<file path="config.mk">
export PLATFORM = sky130hd
export DESIGN_NAME = sdram_init_seq
export DESIGN_NICKNAME = d
export VERILOG_FILES = /design/src/rtl/sdram_init_pkg.sv /design/src/rtl/sdram_init_timer.sv /design/src/rtl/sdram_init_row_pick.sv /design/src/rtl/sdram_init_seq.sv
export SDC_FILE = /design/constraint.sdc
export NUM_CORES = 1
export LEC_CHECK = 0
export BUFFER_PORTS_ARGS = -buffer_cell sky130_fd_sc_hd__buf_2
export CORE_ASPECT_RATIO = 1.5
export CORE_UTILIZATION = 55
export CTS_CLUSTER_DIAMETER = 50
export DETAILED_ROUTE_END_ITERATION = 10
export PLACE_DENSITY = 0.78
export RECOVER_POWER = 50
export REMOVE_ABC_BUFFERS = 1
export SYNTH_ARGS = -nofsm -noshare
export SYNTH_HDL_FRONTEND = slang
export SYNTH_SLANG_ARGS = --single-unit
</file>
<file path="constraint.sdc">
create_clock -name clk -period 2.8 [get_ports clk]
set_input_delay 0 -clock clk [delete_from_list [all_inputs] [get_ports clk]]
set_output_delay 0 -clock clk [all_outputs]
set_load 0.1 [all_outputs]
</file>
<file path="src/rtl/sdram_init_pkg.sv">
package sdram_init_pkg;

    // Internal 3-bit command field
    typedef enum logic [2:0] {
        CMD_NORMAL    = 3'd0,
        CMD_NOP       = 3'd1,
        CMD_PRECHARGE = 3'd2,
        CMD_MRS       = 3'd3,
        CMD_CBR       = 3'd4
    } init_cmd_e;

    typedef enum logic [2:0] {
        ST_IDLE,
        ST_PWR,
        ST_CMD,
        ST_WAIT,
        ST_NORM,
        ST_REFON,
        ST_DONE
    } seq_state_e;

    localparam int CBR_COUNT   = 8;
    localparam int MRS_WAIT    = 2;
    localparam int MODE_SHIFT  = 3;
    localparam int PRE_ALL_BIT = 10;
    localparam int CAS_LAT     = 3;

    // {ras_n, cas_n, we_n} for a command; NORMAL never reaches the pins
    function automatic logic [2:0] cmd_pins(init_cmd_e c);
        case (c)
            CMD_PRECHARGE: return 3'b010;
            CMD_MRS:       return 3'b000;
            CMD_CBR:       return 3'b001;
            default:       return 3'b111;
        endcase
    endfunction

    // Unshifted 10-bit mode word
    function automatic logic [9:0] mode_word(logic [2:0] bl_code, logic bt);
        return {1'b0, 2'b00, 3'(CAS_LAT), bt, bl_code};
    endfunction

endpackage

</file>
<file path="src/rtl/sdram_init_timer.sv">
module sdram_init_timer #(
    parameter int TW = 8
) (
    input  logic          clk,
    input  logic          rst,
    input  logic          load,
    input  logic [TW-1:0] load_val,
    output logic          expired
);
    logic [TW-1:0] cnt_q;

    always_ff @(posedge clk) begin
        if (rst)
            cnt_q <= '0;
        else if (load)
            cnt_q <= load_val;
        else if (cnt_q != '0)
            cnt_q <= cnt_q - TW'(1);
    end

    assign expired = (cnt_q == '0);


    expire_hold_chk: assert property (@(posedge clk) disable iff (rst)
        (expired && !load) |=> expired);

endmodule

</file>
<file path="src/rtl/sdram_init_row_pick.sv">
module sdram_init_row_pick #(
    parameter int N  = 4,
    parameter int RW = 2,
    parameter int FW = 3
) (
    input  logic [N-1:0]  mask,
    input  logic [FW-1:0] from_idx,
    output logic          found,
    output logic [RW-1:0] idx
);
    // Lowest populated row at or above from_idx
    always_comb begin
        found = 1'b0;
        idx   = '0;
        for (int i = N - 1; i >= 0; i--) begin
            if (mask[i] && (FW'(i) >= from_idx)) begin
                found = 1'b1;
                idx   = RW'(i);
            end
        end
    end


    always_comb begin
        pick_valid_chk: assert (!found || mask[idx]);
    end

endmodule

</file>
<file path="src/rtl/sdram_init_seq.sv">
module sdram_init_seq
    import sdram_init_pkg::*;
#(
    parameter int          NUM_ROWS         = 4,
    parameter int          ADDR_W           = 13,
    parameter int          T_W              = 8,
    parameter int          CLK_KHZ          = 66000,
    parameter int          PWR_US           = 200,
    parameter int          NOP_WAIT         = 200,
    parameter logic [2:0]  BURST_LEN_CODE   = 3'b011,
    parameter logic        BURST_INTERLEAVE = 1'b0
) (
    input  logic                clk,
    input  logic                rst,
    input  logic                start,
    input  logic [NUM_ROWS-1:0] row_mask,
    input  logic [T_W-1:0]      trp_cycles,
    input  logic [T_W-1:0]      trc_cycles,
    output logic [NUM_ROWS-1:0] cs_n,
    output logic                ras_n,
    output logic                cas_n,
    output logic                we_n,
    output logic [ADDR_W-1:0]   addr,
    output logic                refresh_en,
    output logic                done
);
    localparam int PWR_CYC = (CLK_KHZ * PWR_US) / 1000;
    localparam int MAXW_A  = (PWR_CYC > NOP_WAIT) ? PWR_CYC : NOP_WAIT;
    localparam int MAXW    = (MAXW_A > (1 << T_W)) ? MAXW_A : (1 << T_W);
    localparam int TW      = $clog2(MAXW + 1);
    localparam int RW      = (NUM_ROWS > 1) ? $clog2(NUM_ROWS) : 1;
    localparam int FW      = $clog2(NUM_ROWS + 1);
    localparam int CW      = $clog2(CBR_COUNT);
    localparam logic [ADDR_W-1:0] MODE_ADDR =
        ADDR_W'(mode_word(BURST_LEN_CODE, BURST_INTERLEAVE)) << MODE_SHIFT;
    localparam logic [ADDR_W-1:0] PRE_ADDR = ADDR_W'(1) << PRE_ALL_BIT;

    seq_state_e          state_q, state_d;
    init_cmd_e           cmd_q, cmd_d, enter_cmd;
    logic [RW-1:0]       row_q, row_d;
    logic [CW-1:0]       cbr_q, cbr_d;
    logic [NUM_ROWS-1:0] mask_q;
    logic                ref_q, done_q;
    logic                enter;
    logic                tmr_load, tmr_exp;
    logic [TW-1:0]       tmr_val;
    logic                first_found, nxt_found;
    logic [RW-1:0]       first_idx, nxt_idx;

    // Wait length minus one for the step that just issued command c
    function automatic logic [TW-1:0] wait_of(init_cmd_e c,
                                              logic [T_W-1:0] p,
                                              logic [T_W-1:0] r);
        case (c)
            CMD_NOP:       return TW'(NOP_WAIT - 1);
            CMD_PRECHARGE: return (p == '0) ? '0 : TW'(p) - TW'(1);
            CMD_CBR:       return (r == '0) ? '0 : TW'(r) - TW'(1);
            default:       return TW'(MRS_WAIT - 1);
        endcase
    endfunction

    sdram_init_timer #(.TW(TW)) i_timer (
        .clk      (clk),
        .rst      (rst),
        .load     (tmr_load),
        .load_val (tmr_val),
        .expired  (tmr_exp)
    );

    sdram_init_row_pick #(.N(NUM_ROWS), .RW(RW), .FW(FW)) i_pick_first (
        .mask     (mask_q),
        .from_idx (FW'(0)),
        .found    (first_found),
        .idx      (first_idx)
    );

    sdram_init_row_pick #(.N(NUM_ROWS), .RW(RW), .FW(FW)) i_pick_next (
        .mask     (mask_q),
        .from_idx (FW'(row_q) + FW'(1)),
        .found    (nxt_found),
        .idx      (nxt_idx)
    );

    always_comb begin
        state_d   = state_q;
        cmd_d     = cmd_q;
        row_d     = row_q;
        cbr_d     = cbr_q;
        tmr_load  = 1'b0;
        tmr_val   = '0;
        enter     = 1'b0;
        enter_cmd = cmd_q;
        case (state_q)
            ST_IDLE: if (start) begin
                state_d  = ST_PWR;
                tmr_load = 1'b1;
                tmr_val  = TW'(PWR_CYC - 1);
            end
            ST_PWR: if (tmr_exp) begin
                enter     = 1'b1;
                enter_cmd = CMD_NOP;
            end
            ST_CMD: begin
                if (nxt_found) begin
                    row_d = nxt_idx;
                end else begin
                    state_d  = ST_WAIT;
                    tmr_load = 1'b1;
                    tmr_val  = wait_of(cmd_q, trp_cycles, trc_cycles);
                end
            end
            ST_WAIT: if (tmr_exp) begin
                case (cmd_q)
                    CMD_NOP: begin
                        enter     = 1'b1;
                        enter_cmd = CMD_PRECHARGE;
                    end
                    CMD_PRECHARGE: begin
                        enter     = 1'b1;
                        enter_cmd = CMD_CBR;
                        cbr_d     = '0;
                    end
                    CMD_CBR: begin
                        enter = 1'b1;
                        if (cbr_q == CW'(CBR_COUNT - 1)) begin
                            enter_cmd = CMD_MRS;
                        end else begin
                            enter_cmd = CMD_CBR;
                            cbr_d     = cbr_q + CW'(1);
                        end
                    end
                    default: begin
                        state_d = ST_NORM;
                        cmd_d   = CMD_NORMAL;
                    end
                endcase
            end
            ST_NORM:  state_d = ST_REFON;
            ST_REFON: state_d = ST_DONE;
            default:  state_d = state_q;
        endcase
        if (enter) begin
            cmd_d = enter_cmd;
            if (first_found) begin
                state_d = ST_CMD;
                row_d   = first_idx;
            end else begin
                state_d  = ST_WAIT;
                tmr_load = 1'b1;
                tmr_val  = wait_of(enter_cmd, trp_cycles, trc_cycles);
            end
        end
    end

    always_ff @(posedge clk) begin
        if (rst) begin
            state_q <= ST_IDLE;
            cmd_q   <= CMD_NORMAL;
            row_q   <= '0;
            cbr_q   <= '0;
            mask_q  <= '0;
            ref_q   <= 1'b0;
            done_q  <= 1'b0;
        end else begin
            state_q <= state_d;
            cmd_q   <= cmd_d;
            row_q   <= row_d;
            cbr_q   <= cbr_d;
            if (state_q == ST_IDLE && start)
                mask_q <= row_mask;
            if (state_q == ST_NORM)
                ref_q <= 1'b1;
            if (state_q == ST_REFON)
                done_q <= 1'b1;
        end
    end

    // Pin decode from registered state
    always_comb begin
        cs_n                 = '1;
        {ras_n, cas_n, we_n} = 3'b111;
        addr                 = '0;
        case (state_q)
            ST_CMD: begin
                cs_n                 = ~(NUM_ROWS'(1) << row_q);
                {ras_n, cas_n, we_n} = cmd_pins(cmd_q);
                if (cmd_q == CMD_PRECHARGE)
                    addr = PRE_ADDR;
                else if (cmd_q == CMD_MRS)
                    addr = MODE_ADDR;
            end
            ST_WAIT: cs_n = ~mask_q;
            default: ;
        endcase
    end

    assign refresh_en = ref_q;
    assign done       = done_q;


    one_row_cmd_chk: assert property (@(posedge clk) disable iff (rst)
        !(ras_n && cas_n && we_n) |-> ($countones(~cs_n) == 1));


    mask_only_chk: assert property (@(posedge clk) disable iff (rst)
        ((~cs_n & ~mask_q) == '0));


    mode_addr_chk: assert property (@(posedge clk) disable iff (rst)
        (!ras_n && !cas_n && !we_n) |-> (addr == MODE_ADDR));


    refresh_sticky_chk: assert property (@(posedge clk) disable iff (rst)
        refresh_en |=> refresh_en);


    done_after_ref_chk: assert property (@(posedge clk) disable iff (rst)
        $rose(done) |-> $past(refresh_en));


    quiet_after_ref_chk: assert property (@(posedge clk) disable iff (rst)
        refresh_en |-> (&cs_n));

endmodule

</file>
==> flow_summary.json, run 1 <==
{
  "status": "finished clean",
  "cp.depth": 7,
  "drtIter0Drc": 258,
  "dpl_worst_slack_ns": 0.2297,
  "drv_cap": 0,
  "regToRegStartpoint": "cmd_q[1]",
  "crit_chain": "or3b_4 > o211a_2 > or4_4 > or3_1 > or4_1 > a21oi_1 > a31o_1",
  "setup_viol": 0,
  "worstPathMaxFanout": 6,
  "reg2reg_depth": 7,
  "cts_buffer_depth": 2,
  "clock-sinks": 31,
  "slew-limit-headroom_pct": 22.37,
  "synth_most_common_cell": "nor2_1",
  "timing.rr.end": "i_timer.cnt_q[5]",
  "fmax_mhz": 383.6,
  "p_switching_mw": 0.6432,
  "slowest_stage": "or4_4",
  "synth_cell_type_count": 53,
  "crit_required_ns": 3.04,
  "drc": 0,
  "wl_met2_mm": 4.378,
  "drv_slew": 0,
  "power_density_nw_per_um2": 525.2,
  "drt_wl_total_mm": 8.247,
  "seq_area_um2": 620.6,
  "timing.critical_path.buf_inv": 0,
  "cpPeakStageDelay_ns": 0.54,
  "grt.overflow.total": 0,
  "clockRootBuffer": "clkbuf_8",
  "hpwl_mm": 6.260,
  "min_from": "trp_cycles[0]",
  "core_area_um2": 4617,
  "rows": 30,
  "ant_nets": 0,
  "cts_max_level": 2,
  "cts_setup_buffers": 0,
  "ios": 45,
  "final_layout_size_suffix_gt1_share_pct": 15.17,
  "synth_edf_count": 0,
  "grt_max_degree": 33,
  "grt_pass1_wl_mm": 13.08,
  "p_leak_nw": 1.204,
  "final_nets": 465,
  "met3_length_um": 356,
  "p_comb_share_pct": 38.5,
  "clk_latency_ns": 0.29,
  "initial_utilization_pct": 58.35,
  "synth-main-ff-cell": "dfxtp_1",
  "finalCritPeriodShare_pct": 93.11,
  "grt_pass1_vias": 2873,
  "synth_top_cell_by_area": "dfxtp_1",
  "p_clk_share_pct": 28.2,
  "hp-class": "input pin to flop",
  "drtPass1Iterations": 6,
  "grtUsageTotal_pct": 33.59,
  "hold_viol_final": 0,
  "fin_ws_ns": 0.1929,
  "clk_transition_reported_paths_ns": 0.07,
  "syn_inst": 384,
  "power.share.sequential_pct": 33.3,
  "synthToLayoutAreaGrowth_pct": 16.86,
  "antenna_found_initial": 0,
  "min_path_cells": 3,
  "die_w_um": 59.14,
  "design.die.area_um2": 5187,
  "rsz0062_at_grt": "no",
  "avgViaCountPerCell": 6.144,
  "nFillCells": 445,
  "ys_top_cells_by_count": "nor2_1, a21oi_1, nand2_1",
  "ys_ff_latch": 31,
  "num_vias": 3066,
  "irDropWorstVdd_mv": 0.2479,
  "wl_per_cell_um": 16.53,
  "worstPathArrival_ns": 2.85,
  "intPower_mw": 1.010,
  "yosys_warnings": 0,
  "crit_family": "simple AND/OR/NAND/NOR gates",
  "ys_seq_area_share_pct": 23.04,
  "critPathLaunchType": "flop",
  "dr.max_layer_used": "met4",
  "syn_avg_cell_area_um2": 7.015,
  "multiInputGateArea_um2": 1906,
  "m1WireLength_mm": 3.091,
  "worst_pin_slew_ns": 1.169,
  "yosys-top-cells-area": "dfxtp_1, a21oi_1, nor2_1, nor3_1, nand2_1",
  "path_class": "flop to flop",
  "switching_share_pct": 38.90,
  "critPathCaptureType": "flop",
  "async_flop_share_pct": 0,
  "portBuffers": 36,
  "finalCriticalPeriod_ns": 2.607,
  "post_dp_cell_area_um2": 3015,
  "syn-cell-area_um2": 2694,
  "r2r_slack_ns": 0.19,
  "cts_tree": "done",
  "fin_area_um2": 3148,
  "die_h_um": 87.72,
  "synth_top_area_share_pct": 23.04,
  "holdPathEnd": "i_timer.cnt_q[0]",
  "diodes": 0,
  "skew_ns": 0.007974,
  "globalplace.congestion": 1.004,
  "cts_made_buffers": 5
}
[cell type report]
class	instances	share of cell area (%)
Clock buffer	6	2.623
Timing Repair Buffer	65	12.16
Multi-Input combinational cell	320	60.53
Tap cell	64	2.544
Inverter	11	1.312
Clock inverter	2	1.113
Sequential cell	31	19.71
[cell usage in the layout, fill, tap and decap left out, drive strengths merged, types with 2 or more instances in the layout]
cell         Yosys  layout
ha               8       8
o221ai           4       4
nor2            42      42
nand3            8       8
a31o             2       2
buf             13      45
o21ai           17      17
o41ai            3       3
clkbuf          16      22
nand2b           9       9
o211ai           3       3
nor4b            5       5
o22ai            4       4
dfxtp           31      31
a211oi           3       3
inv             11      11
nand2           34      34
xor2             9       9
xnor2            9       9
nand4            2       2
a21oi           41      41
conb             1       8
or4              8       8
dlygate4sd3      0       4
nor2b            9       9
nor4            16      16
nor3            26      26
and3             2       2
a31oi            4       4
o21a             3       3
or3b             2       2
a22oi            3       3
or3              7       7
or4b             2       2
nor3b            2       2
mux2             2       2
o31ai            6       6
and2             6       6
[flip-flops by register name, indices dropped and copies added, names as in the netlist]
register / count
row_q: 2
refresh_en: 1
mask_q: 4
cbr_q: 3
i_timer.cnt_q: 14
done: 1
state_q: 3
cmd_q: 3
[timing repair]
| action | in CTS | in global routing |
|---|---|---|
| endpoints found under the hold margin | 4 | 0 |
| resized for setup | 0 | 0 |
| endpoints found under the setup margin | 0 | 0 |
| hold buffers | 4 | 0 |
[worst register-to-register path, stage by stage (launching register included)]
cell and delay [ns]:
dfxtp_1 0.36, or3b_4 0.44, o211a_2 0.19, or4_4 0.54, or3_1 0.37, or4_1 0.40
a21oi_1 0.15, a31o_1 0.11
[layer usage]
layer,global-route usage (%),up-vias
met1,33.84,1421
met4,21.65,0
li1,-,1485
met3,4.431,31
met5,0,-
met2,62.81,129
[kinds of logic (layout without fill, tap and decap cells)]
| kind of cell | count (synthesis) | in the layout | synth area share (%) |
|---|---|---|---|
| flip-flops | 31 | 31 | 23.04 |
| buffers and inverters | 40 | 84 | 7.199 |
| other | 1 | 8 | 0.1392 |
| XOR/XNOR | 18 | 18 | 5.853 |
| adder cells (fa/ha/maj) | 8 | 8 | 3.716 |
| multiplexers | 3 | 3 | 1.208 |
| AO/OA/AOI/OAI | 99 | 99 | 22.53 |
| AND/OR/NAND/NOR | 184 | 184 | 36.32 |
[per-stage QoR]
step | cells | hold WS [ns] | power (mW) | setup TNS (ns) | util, %
final | 499 | 0.1955 | 1.653 | 0 | 68.18
after global routing | 499 | 0.2364 | 1.739 | 0 | 68.18
after CTS | 499 | 0.1959 | 1.648 | 0 | 68.73
after detailed placement | 487 | 0.2516 | 1.179 | 0 | 65.31
after global placement | 487 | 0.2417 | 1.164 | 0 | 65.31
after floorplan | 362 | 0.06907 | 0.9828 | -6.086 | -
[power groups by stage]
| stage | sequential (mW) | combinational (mW) | clock (mW) |
|---|---|---|---|
| finish | 0.551 | 0.636 | 0.467 |
| global placement | 0.555 | 0.609 | 0 |
| detailed placement | 0.559 | 0.620 | 0 |
| CTS | 0.549 | 0.632 | 0.467 |
| floorplan | 0.545 | 0.438 | 0 |
| global route | 0.555 | 0.697 | 0.487 |
[worst max-delay path by stage]
| stage | startpoint | endpoint |
|---|---|---|
| after floorplan | state_q[1] | cas_n |
| after global placement | cmd_q[1] | i_timer.cnt_q[5] |
| after detailed placement | trc_cycles[0] | i_timer.cnt_q[0] |
| after CTS | cmd_q[1] | i_timer.cnt_q[5] |
| after global routing | i_timer.cnt_q[9] | i_timer.cnt_q[5] |
| final | cmd_q[1] | i_timer.cnt_q[5] |
Note: power is estimated with default switching activity, not from simulation.
==> inputs of run 2 (changes only) <==
Settings changed: ABC_AREA from default to 1.
==> run 2 against run 1 <==
  * Critical path depth fell by 1
  * Cell area fell by 1.9%
  * Register-to-register slack gained 0.38 ns
  * Cell count is 7.0% higher
  * Clock skew fell by 0.0031 ns
  * Synthesized area increased by 3.7%
  * Die area grew 3.6%
  * Via count decreased by 6.2%
  * Non-clock buffer count is 24 lower
  * Count of clock-buffer cells in the layout stayed put
  * Wire length fell by 15%
==> flow_summary.json, run 2 <==
{
  "status": "finished clean",
  "min_path_cells": 3,
  "synth_most_common_cell": "nand2_1",
  "slew-limit-headroom_pct": 21.27,
  "initial_utilization_pct": 57.63,
  "setup_viol": 0,
  "hold_viol_final": 0,
  "yosys-top-cells-area": "dfxtp_1, nand2_1, inv_1, nand3_1, nor2_1",
  "portBuffers": 36,
  "path_class": "flop to primary output",
  "clk_latency_ns": 0.28,
  "async_flop_share_pct": 0,
  "drv_slew": 0,
  "ant_nets": 0,
  "finalCriticalPeriod_ns": 2.285,
  "clk_transition_reported_paths_ns": 0.07,
  "reg_top3": "i_timer.cnt_q: 14 flops, mask_q: 4 flops",
  "synth_cell_type_count": 49,
  "largest_reg_flops": 14,
  "irDropWorstVdd_mv": 0.3314,
  "cts_made_buffers": 5,
  "design.die.area_um2": 5375,
  "grt_pass1_vias": 2623,
  "die_w_um": 60.20,
  "cts_buffer_depth": 2,
  "hold_buffers": 3,
  "grt_max_degree": 18,
  "clockRootBuffer": "clkbuf_8",
  "grtUsageTotal_pct": 28.31,
  "hpwl_mm": 5.455,
  "power_density_nw_per_um2": 886.6,
  "critPathLaunchType": "flop",
  "grt.overflow.total": 0,
  "cts_setup_buffers": 0,
  "regToRegStartpoint": "i_timer.cnt_q[0]",
  "crit_required_ns": 2.80,
  "num_vias": 2875,
  "timing.rr.end": "i_timer.cnt_q[4]",
  "p_leak_nw": 1.462,
  "synthToLayoutAreaGrowth_pct": 10.52,
  "worstPathArrival_ns": 2.29,
  "ys_top_cells_by_count": "nand2_1, inv_1, nor2_1",
  "drt_wl_total_mm": 6.991,
  "diodes": 0,
  "clock-sinks": 31,
  "syn_avg_cell_area_um2": 6.528,
  "syn_inst": 428,
  "top_register": "i_timer.cnt_q",
  "min_from": "row_mask[3]",
  "drv_cap": 0,
  "cts_tree": "done",
  "reg2reg_depth": 10,
  "ys_seq_area_share_pct": 22.21,
  "layout_commonest_cell": "nand2_1",
  "drtPass1Iterations": 4,
  "final_layout_size_suffix_gt1_share_pct": 18.80,
  "power.total_mw": 2.738,
  "drc": 0,
  "rsz0062_at_grt": "no",
  "final_cell_mix": "nand2_1, inv_1, nor2_1, dfxtp_1, nand3_1",
  "ys_ff_latch": 31,
  "setup_tns_ns": 0,
  "hp-class": "input pin to flop",
  "grt_pass1_wl_mm": 11.50,
  "yosys_warnings": 0,
  "finalCritPeriodShare_pct": 81.62,
  "die_h_um": 89.29,
  "synth-main-ff-cell": "dfxtp_1",
  "rows": 31,
  "synth_top_area_share_pct": 22.21,
  "drtIter0Drc": 98,
  "skew_ns": 0.004904,
  "syn-cell-area_um2": 2794,
  "cts_max_level": 2,
  "synth_edf_count": 0,
  "antenna_found_initial": 0,
  "core_area_um2": 4848,
  "final_nets": 499,
  "fmax_mhz": 437.6,
  "worst_pin_slew_ns": 1.186,
  "ios": 45,
  "critPathCaptureType": "primary output",
  "nFillCells": 474,
  "worstPathMaxFanout": 8,
  "globalplace.congestion": 0.9564,
  "avgViaCountPerCell": 5.384,
  "r2r_slack_ns": 0.57,
  "synth_top_cell_by_area": "dfxtp_1",
  "holdPathEnd": "mask_q[3]",
  "cts_resized": 0,
  "wl_per_cell_um": 13.09
}
## run 2: cell types whose count changed in the layout (fill, tap and decap cells not counted), sizes merged, moves of 8 or more
cell / delta
nor4: -16
nor2b: -9
nor3: -15
inv: +52
xnor2: -8
nand2: +68
buf: -17
nand3: +30
a21oi: -18
nand2b: -9
o21ai: +14
## run 2: layout make-up
cell class,count,area (µm²),area share [%]
clock buffer,6,82.58,2.674
sequential,31,620.6,20.10
multi-input combinational,322,1829,59.24
timing repair buffer,41,210.2,6.807
tap,66,82.58,2.674
inverter,67,257.7,8.347
clock inverter,1,5.005,0.1621
## run 2: critical path, cell delays in order, from the launching register on
cell	delay, ns
dfxtp_1	0.43
inv_1	0.16
nor3_4	0.16
buf_4	0.19
o21ai_0	0.09
o211ai_1	0.08
clkbuf_1	0.88
## run 2: per-layer routing
layer / routed length [µm] / vias up / global-route usage (%)
li1: - / 1483 / -
met1: 2786 / 1282 / 30.77
met2: 3599 / 83 / 50.85
met3: 277 / 27 / 4.052
met4: 327 / 0 / 16.07
met5: 0 / - / 0
## run 2: power breakdown
part           internal (mW)  total [mW]  switching (mW)
Clock                  0.193       0.358           0.165
Combinational          0.503        1.67            1.17
Sequential             0.576       0.708           0.133
Total                   1.27        2.74            1.47
## run 2: metrics by stage
stage          area (µm²)  hold slack [ns]  std cells  setup slack [ns]  util (%)
4_1_cts              3109          0.06235        534            0.6997     64.13
6_report             3088          0.06549        534            0.5146     63.69
3_5_place_dp         2992           0.2668        524            0.7311     61.70
3_3_place_gp         2992           0.2536        524            0.7608     61.70
5_1_grt              3088           0.1072        534            0.3949     63.69
2_1_floorplan        2714          0.06907        420            -6.014         -
## run 2: worst max-delay path by stage
stage / from / to / slack, ns / cells past startpoint
2_1_floorplan: state_q[1] / addr[3] / -6.01 / 4
3_3_place_gp: i_timer.cnt_q[0] / i_timer.cnt_q[0] / 0.76 / 13
3_5_place_dp: i_timer.cnt_q[0] / i_timer.cnt_q[0] / 0.73 / 13
4_1_cts: i_timer.cnt_q[0] / i_timer.cnt_q[0] / 0.70 / 13
5_1_grt: state_q[1] / cs_n[3] / 0.39 / 6
6_report: state_q[1] / cs_n[0] / 0.51 / 6
## run 2: logic make-up (layout without fill, tap and decap cells)
| family | count (synthesis) | count (layout) | synth area share (%) |
|---|---|---|---|
| fa+ha+maj | 8 | 8 | 3.583 |
| xor+xnor | 11 | 11 | 3.448 |
| buf+inv | 82 | 115 | 13.03 |
| compound gates | 87 | 87 | 19.84 |
| other cells | 1 | 8 | 0.1342 |
| flops | 31 | 31 | 22.21 |
| simple gates | 208 | 208 | 37.75 |
==> inputs of run 3 (changes only) <==
Clock period 2.8 ns to 2.2 ns, I/O delays scaled along.
==> run 3 against run 2 <==
  * Cell count grew 1.5%
  * Worst hold slack got worse by 0.065 ns
  * First-iteration DRC count up 120%
  * Setup slack got worse by 0.42 ns
  * Clock power rose by 29%
  * Sequential share of layout area down 0.81 points
  * Wire length increased by 6.4%
  * Critical endpoint is now i_timer.cnt_q[4]
==> flow_summary.json, run 3 (synthesis gave the netlist of run 2 again) <==
{
  "synthToLayoutAreaGrowth_pct": 16.08,
  "drv_cap": 0,
  "power.share.sequential_pct": 24.5,
  "reg2reg_depth": 11,
  "top_register": "i_timer.cnt_q",
  "critPathLaunchType": "flop",
  "ant_nets": 0,
  "drtIter0Drc": 213,
  "regToRegStartpoint": "i_timer.cnt_q[0]",
  "grt.overflow.total": 0,
  "initial_utilization_pct": 57.63,
  "drv_slew": 0,
  "rows": 31,
  "min_from": "row_mask[1]",
  "grtUsageTotal_pct": 28.12,
  "hpwl_mm": 5.528,
  "intPower_mw": 1.703,
  "finalCritPeriodShare_pct": 95.62,
  "final_layout_size_suffix_gt1_share_pct": 25.42,
  "p_leak_nw": 1.525,
  "p_comb_share_pct": 62.9,
  "largest_reg_flops": 14,
  "timing.rr.end": "i_timer.cnt_q[4]",
  "power_density_nw_per_um2": 1126,
  "die_w_um": 60.20,
  "hp-class": "input pin to flop",
  "wl_per_cell_um": 13.72,
  "num_vias": 3005,
  "drc": 0,
  "r2r_slack_ns": 0.1,
  "slew-limit-headroom_pct": 23.01,
  "path_class": "flop to flop",
  "skew_ns": 0.008588,
  "globalplace.congestion": 0.9906,
  "cts_max_level": 2,
  "fin_area_um2": 3243,
  "setup_viol": 0,
  "avgViaCountPerCell": 5.544,
  "switching_share_pct": 53.37,
  "die_h_um": 89.29,
  "hold_viol_final": 0,
  "worstPathMaxFanout": 6,
  "holdPathEnd": "mask_q[1]",
  "worst_pin_slew_ns": 1.160,
  "reg_top3": "i_timer.cnt_q: 14 flops, mask_q: 4 flops",
  "clockRootBuffer": "clkbuf_8",
  "p_switching_mw": 1.949,
  "worstPathArrival_ns": 2.31,
  "fmax_mhz": 475.4,
  "post_dp_cell_area_um2": 3014,
  "diodes": 0,
  "drt_wl_total_mm": 7.436,
  "layout_commonest_cell": "nand2_1",
  "clk_transition_reported_paths_ns": 0.07,
  "drtPass1Iterations": 8,
  "core_area_um2": 4848,
  "setup_tns_ns": 0,
  "portBuffers": 36,
  "p_clk_share_pct": 12.6,
  "final_cell_mix": "nand2_1, inv_1, nor2_1, buf_2",
  "grt_pass1_vias": 2671,
  "min_path_cells": 3,
  "cts_buffer_depth": 2,
  "clock-sinks": 31,
  "clk_latency_ns": 0.28,
  "ios": 45,
  "antenna_found_initial": 0,
  "critPathCaptureType": "flop",
  "cts_tree": "done",
  "status": "finished clean",
  "nFillCells": 448,
  "final_nets": 507,
  "finalCriticalPeriod_ns": 2.104,
  "cts_made_buffers": 5,
  "crit_required_ns": 2.40,
  "irDropWorstVdd_mv": 0.3722,
  "design.die.area_um2": 5375,
  "grt_pass1_wl_mm": 11.44,
  "grt_max_degree": 18
}
==> run 3: power groups by stage <==
stage | Combinational, mW | Sequential (mW) | Clock [mW]
after CTS | 2.17 | 0.883 | 0.463
final | 2.30 | 0.894 | 0.462
after global placement | 2.11 | 0.889 | 0
after global routing | 2.52 | 0.912 | 0.482
after detailed placement | 2.16 | 0.895 | 0
after floorplan | 1.69 | 0.921 | 0
==> run 3: metal layers <==
metal / wire length, µm / up-vias / track usage (%)
li1: - / 1494 / -
met1: 2936 / 1377 / 31.33
met2: 3976 / 114 / 50.85
met3: 315 / 20 / 3.184
met4: 208 / 0 / 14.59
met5: 0 / - / 0
==> run 3: area by class of cell <==
class | count | area (µm²) | share of cell area (%)
Clock buffer | 6 | 82.58 | 2.546
Clock inverter | 1 | 5.005 | 0.1543
Inverter | 67 | 259.0 | 7.986
Multi-Input combinational cell | 322 | 1911 | 58.91
Sequential cell | 31 | 625.6 | 19.29
Tap cell | 66 | 82.58 | 2.546
Timing Repair Buffer | 49 | 277.8 | 8.565
==> run 3: stage by stage <==
step / power (mW) / hold slack, ns / std cells / setup slack (ns) / util [%]
global route: 3.910 / 0.05203 / 542 / -0.03270 / 66.89
detailed placement: 3.052 / 0.2642 / 527 / 0.1072 / 62.17
finish: 3.653 / 0.00003972 / 542 / 0.09640 / 66.89
CTS: 3.520 / 0.001460 / 535 / 0.08752 / 64.18
floorplan: 2.612 / 0.06907 / 420 / -6.614 / -
global placement: 3.003 / 0.2559 / 527 / 0.1371 / 62.17
==> run 3: worst max path at each step <==
stage	startpoint	to	slack (ns)	cells past startpoint
after floorplan	state_q[1]	addr[3]	-6.61	4
after global placement	i_timer.cnt_q[0]	i_timer.cnt_q[0]	0.14	13
after detailed placement	i_timer.cnt_q[0]	i_timer.cnt_q[0]	0.11	13
after CTS	i_timer.cnt_q[0]	i_timer.cnt_q[0]	0.09	13
after global routing	i_timer.cnt_q[0]	i_timer.cnt_q[2]	-0.03	12
final	i_timer.cnt_q[0]	i_timer.cnt_q[4]	0.1	11
==> run 3: critical path, cell delays in order (launching register included) <==
cell	delay, ns
dfxtp_1	0.30
inv_2	0.13
ha_4	0.15
nand3_2	0.09
nor2_4	0.24
nand4_4	0.18
a21oi_4	0.29
nand3_4	0.13
buf_4	0.16
o22ai_1	0.15
nand2_1	0.09
a31oi_1	0.13
==> run 3: timing repair <==
item,in CTS,in global routing
resized for setup,0,21
buffers inserted,0,7
endpoints found under the setup margin,0,8
endpoints found under the hold margin,1,0
hold buffers,1,0
